`src/rtl/cmd_reg_buffer.sv`:
```
module cmd_reg_buffer #(
  parameter int W    = 28,
  parameter int NCS  = 4,
  parameter int HOLD = 2
) (
  input  logic           clk,
  input  logic           rst_n,
  input  logic [W-1:0]   d_in,
  input  logic [NCS-1:0] cs_n,
  input  logic           gate_en,
  input  logic           par_in,
  output logic [W-1:0]   q_a,
  output logic [W-1:0]   q_b,
  output logic           perr_n
);
  localparam int CW = $clog2(HOLD + 1);

  logic          freeze;
  logic          word_par;
  logic          pw, v1, v2, ok;
  logic          err;
  logic [CW-1:0] cnt;

  assign freeze   = gate_en & (&cs_n);
  assign word_par = ^{cs_n, d_in};
  assign err      = v2 & ~ok;

  always_ff @(posedge clk or negedge rst_n) begin
    if (!rst_n)       q_a <= '0;
    else if (!freeze) q_a <= d_in;
  end

  always_ff @(posedge clk or negedge rst_n) begin
    if (!rst_n)       q_b <= '0;
    else if (!freeze) q_b <= d_in;
  end

  always_ff @(posedge clk or negedge rst_n) begin
    if (!rst_n) begin
      pw <= 1'b0;
      v1 <= 1'b0;
      v2 <= 1'b0;
      ok <= 1'b1;
    end else begin
      pw <= word_par;
      v1 <= 1'b1;
      ok <= pw ^ par_in;
      v2 <= v1;
    end
  end

  always_ff @(posedge clk or negedge rst_n) begin
    if (!rst_n) begin
      perr_n <= 1'b1;
      cnt    <= '0;
    end else if (err) begin
      perr_n <= 1'b0;
      cnt    <= CW'(HOLD - 1);
    end else if (cnt != '0) begin
      cnt    <= cnt - 1'b1;
    end else begin
      perr_n <= 1'b1;
    end
  end
endmodule


```
`config.mk`:
```
export PLATFORM = sky130hd
export DESIGN_NAME = cmd_reg_buffer
export DESIGN_NICKNAME = d
export VERILOG_FILES = /design/src/rtl/cmd_reg_buffer.sv
export SDC_FILE = /design/constraint.sdc
export NUM_CORES = 1
export LEC_CHECK = 0
export ABC_AREA = 1
export BUFFER_PORTS_ARGS = -buffer_cell sky130_fd_sc_hd__buf_4
export CAP_MARGIN = 20
export CORE_MARGIN = 10
export CORE_UTILIZATION = 29
export CTS_BUF_LIST = sky130_fd_sc_hd__clkbuf_16
export CTS_CLUSTER_DIAMETER = 40
export DETAILED_ROUTE_END_ITERATION = 12
export PLACE_DENSITY = 0.51
export SETUP_SLACK_MARGIN = 0.15
export SLEW_MARGIN = 25
export SYNTH_ARGS = -nofsm -noshare
export SYNTH_HDL_FRONTEND = slang
export SYNTH_SLANG_ARGS = --single-unit
export TNS_END_PERCENT = 20
```
`constraint.sdc`:
```
create_clock -name clk -period 1.7 [get_ports clk]
set_input_delay 0.34 -clock clk [delete_from_list [all_inputs] [get_ports clk]]
set_output_delay 0.34 -clock clk [all_outputs]
set_load 0.01 [all_outputs]
```
# After elaboration in Yosys (flattened, before gate mapping)
# Cells that the tools add are included.
dict set report op_classes {
  bitwise_logic 4
  reduce_logical 4
  n_addsub 1
  mux 4
  n_eq_ne 1
}
# cell n
set ops {}
lappend ops {{32-bit XOR reduction} 1}
lappend ops {{2-bit 2-to-1 mux} 2}
lappend ops {{4-bit AND reduction} 1}
lappend ops {{2-bit nonzero test} 2}
lappend ops {{1-bit bitwise AND} 2}
lappend ops {{1-bit 2-to-1 mux} 2}
lappend ops {{2-bit != test, second input constant} 1}
lappend ops {{2-bit by 1-bit subtractor with 2-bit output, second input constant} 1}
lappend ops {{1-bit NOT} 1}
lappend ops {{1-bit bitwise XOR} 1}
dict set report totals {
  wordCells 21
  ff_bits 35
}

# Longest topological paths before layout
dict set report depth {
  word_depth 3
  mapped_depth 12
  ltp_nobuf 12
}

# Least setup slack after synthesis
# Ideal clock, no wire load.
dict set report synth_path {
  path_kind {input to register}
  startpoint {input cs_n[0]}
  endpoint {register pw}
  stages 9
  arrival_time_ps 1245
  path_slack_ps 339
  setup_time_ps 116
  path_cell_list {ha_1 > xnor2_1 > nand2_1 > nand3_1 > nand2_1 > nand2_1 > nand2_1 > nand2_1 > nand2_1}
}
dict set report synth_between {
  elab_chain_cells 1
}
# element line_no
set synth_lines {}
lappend synth_lines {{from (decl)} 9} ;# input logic [NCS-1:0] cs_n,
lappend synth_lines {{32-bit XOR reduction} 25} ;# assign word_par = ^{cs_n, d_in};
lappend synth_lines {{named net word_par} 19} ;# logic word_par;
lappend synth_lines {{to (signal assigned)} 45} ;# pw <= word_par;
lappend synth_lines {{to (decl)} 20} ;# logic pw, v1, v2, ok;
# The timed path passes the listed nets, and every way through them passes these cells.
# A chain may end at the register's enable or synchronous reset.

# Worst setup path in the final report
# Ends and elaborated chain as after synthesis.

==> impl_metrics.env <==
export IMPL_synthTopCellsByArea="dfrtp_1 37%, nand2_1 24%, buf_4 9.5%"
export IMPL_die_h_um=107.2
export IMPL_antenna_found_initial=0
export IMPL_flow_area_growth_from_synthesis_pct=34.53
export IMPL_ios=93
export IMPL_cp_required_ns=1.87
export IMPL_nets=428
export IMPL_port_buffer_count=92
export IMPL_ctsResizeCount=0
export IMPL_dr_first_iter_drc_count=35
export IMPL_cp_arrival_ns=1.43
export IMPL_cap_violations=0
export IMPL_syn_area_per_cell_um2=6.864
export IMPL_cts_sink_count=35
export IMPL_power_density_nw_per_um2=910.5
export IMPL_grt_max_degree=36
export IMPL_yosys_area_top_type="dfrtp_1"
export IMPL_cts_setup_buffers=0
export IMPL_grt_pass1_vias=1960
export IMPL_cts_made_buffers=5
export IMPL_dr_pass1_iters=4
export IMPL_cts_buffer_depth=2
export IMPL_gp_congestion=0.7430
export IMPL_power_leakage_uw=0.001693
export IMPL_ant_nets=0
export IMPL_final_layout_size_suffix_gt1_share_pct=30.00
export IMPL_dp_cells=481
export IMPL_cts_root_buffer="clkbuf_16"
export IMPL_drt_total_wl_um=5522
export IMPL_p_int_uw=1940
export IMPL_start_util_pct=30.06
export IMPL_ys_types=20
export IMPL_hold_violations=0
export IMPL_synth_area_um2=2203
export IMPL_path_clk_slew_ns=0.06
export IMPL_die_w_um=107.2
export IMPL_rows=31
export IMPL_grt_overflow=0
export IMPL_drc_errors=0
export IMPL_place_hpwl_um=4577
export IMPL_path_class="in2reg"
export IMPL_wire_per_inst_um=11.29
export IMPL_maxSlewViolCount=0
export IMPL_ys_seq_area_share_pct=39.86
export IMPL_filler_cell_count=789
export IMPL_skew_ns=0.001354
export IMPL_netlist_area_leader_share_pct=37.48
export IMPL_power_switching_uw=758.4
export IMPL_htree_levels=2
export IMPL_clock_fmax_mhz=790.4
export IMPL_antennaDiodeCount=0
export IMPL_ys_ff_latch=35
export IMPL_grt_pass1_wl_um=8970
export IMPL_core_area_um2=7331
export IMPL_grt_setup_unrepaired="false"
export IMPL_setup_viol=0
export IMPL_avgViaCountPerCell=4.094
export IMPL_pwr_share_seq_pct=37.2
export IMPL_period_needed_ns=1.265
export IMPL_clockPowerShare_pct=38.1
export IMPL_num_vias=2002
export IMPL_reg2reg_setup_slack_ns=0.67
export IMPL_peakVddDrop_uv=373.0
export IMPL_switching_share_pct=28.10
export IMPL_final_cells=489
export IMPL_clk_latency_ns=0.27
export IMPL_syn_inst=321
export IMPL_worst_setup_path_start_kind="primary input"
export IMPL_ys_warn_count=0
export IMPL_power_frac_comb_pct=24.7
export IMPL_status="complete, no violations"
export IMPL_ctsHoldBuffers=0
export IMPL_post_place_ws_ns=0.1522
export IMPL_hold_class="in2async"
export IMPL_die_area_um2=11480
export IMPL_fin_ws_ns=0.4348
export IMPL_period_share_pct=74.42
export IMPL_critPathMaxFanout=2
export IMPL_syn_nets=360
export IMPL_tns_ns=0
export IMPL_cts_tree="done"
export IMPL_grt_total_usage_pct=9.499
export IMPL_endpoint_kind="flip-flop"
==> sequential cells by signal, summed over array words and instances, names as in the netlist <==
register and flops:
v2 1, ok 1, v1 1, pw 1, perr_n 1, q_b 28, cnt 2
==> worst max-delay path: stages <==
cell     delay (ns)
buf_4          0.11
ha_1           0.32
xnor2_1        0.22
nand2_1        0.09
nand3_1        0.11
nand2_1        0.05
nand2_1        0.06
nand2_1        0.04
nand2_1        0.05
nand2_1        0.04
==> through the flow <==
stage / util, % / power [uW] / hold slack, ns / cell area, um^2
3_5_place_dp: 38.20 / 1704 / 0.3365 / 2800
5_1_grt: 40.43 / 2879 / 0.05317 / 2964
6_report: 40.43 / 2699 / 0.01569 / 2964
3_3_place_gp: 38.20 / 1690 / 0.3320 / 2800
4_1_cts: 40.43 / 2749 / 0.04506 / 2964
2_1_floorplan: - / 1433 / 0.04441 / 2203
==> cells in the mapped netlist <==
master,number
a21oi_1,24
buf_2,3
buf_4,28
clkbuf_1,2
clkinv_1,1
conb_1,1
dfrtp_1,33
dfstp_2,2
ha_1,3
inv_1,24
inv_2,7
mux2_2,4
nand2_1,141
nand3_1,5
nand3_2,1
nor2_1,30
nor2_2,2
o21ai_0,3
xnor2_1,3
xor2_1,4
==> cell type report <==
| cell class | instances | area [um^2] | share of cell area [%] |
|---|---|---|---|
| Clock buffer | 5 | 125.1 | 4.221 |
| Clock inverter | 3 | 38.79 | 1.309 |
| Inverter | 32 | 120.1 | 4.052 |
| Multi-Input combinational cell | 221 | 972.2 | 32.80 |
| Sequential cell | 35 | 878.3 | 29.63 |
| Tap cell | 99 | 123.9 | 4.179 |
| Timing Repair Buffer | 94 | 705.7 | 23.81 |
==> per-layer routing <==
metal / wire length (um) / track usage, % / vias up
met2: 2678 / 16.01 / 53
met4: 41 / 2.611 / 0
met3: 601 / 5.329 / 4
met1: 2201 / 9.954 / 863
met5: 0 / 0 / -
li1: - / - / 1082
==> placed cells by master, fill, tap and decap left out <==
| master | Yosys | layout |
|---|---|---|
| a21oi_1 | 24 | 24 |
| buf_4 | 28 | 94 |
| bufinv_16 | 0 | 1 |
| clkbuf_16 | 0 | 5 |
| clkinv_1 | 1 | 2 |
| clkinv_2 | 0 | 1 |
| conb_1 | 1 | 1 |
| dfrtp_1 | 33 | 33 |
| dfstp_2 | 2 | 2 |
| ha_1 | 3 | 3 |
| inv_1 | 24 | 24 |
| inv_2 | 7 | 7 |
| mux2_2 | 4 | 4 |
| nand2_1 | 141 | 141 |
| nand3_1 | 5 | 5 |
| nand3_2 | 1 | 1 |
| nor2_1 | 30 | 30 |
| nor2_2 | 2 | 2 |
| o21ai_0 | 3 | 3 |
| xnor2_1 | 3 | 3 |
| xor2_1 | 4 | 4 |
==> power groups by stage <==
stage / logic, uW / clock network [uW] / registers [uW]
2_1_floorplan: 397 / 0 / 1040
3_3_place_gp: 670 / 0 / 1020
3_5_place_dp: 681 / 0 / 1020
4_1_cts: 684 / 1060 / 1010
5_1_grt: 763 / 1100 / 1020
6_report: 666 / 1030 / 1010
==> path summary, 6_finish.rpt <==
kind | end | start | cells past startpoint
max | pw$_DFF_PN0_ | cs_n[0] | 10
min | q_b[24]$_DFFE_PN0N_ | rst_n | 1
max reg2reg | cnt[0]$_DFFE_PN0P_ | cnt[0]$_DFFE_PN0P_ | 6
min reg2reg | v2$_DFF_PN0_ | v1$_DFF_PN0_ | 0
max in group asynchronous | perr_n$_DFFE_PN1P_ | rst_n | 1
min in group clk | ok$_DFF_PN1_ | par_in | 2
==> kinds of logic after synthesis <==
group                      share of synthesized area [%]
and+or+nand+nor                                    31.29
adders and majority gates                          1.704
xor gates and xnor gates                           2.783
AOI/OAI and AO/OA                                  6.133
other                                             0.1702
muxes                                              2.044
buffers and inverters                              16.01
DFF                                                39.86
(Power assumes the default switching activity.)
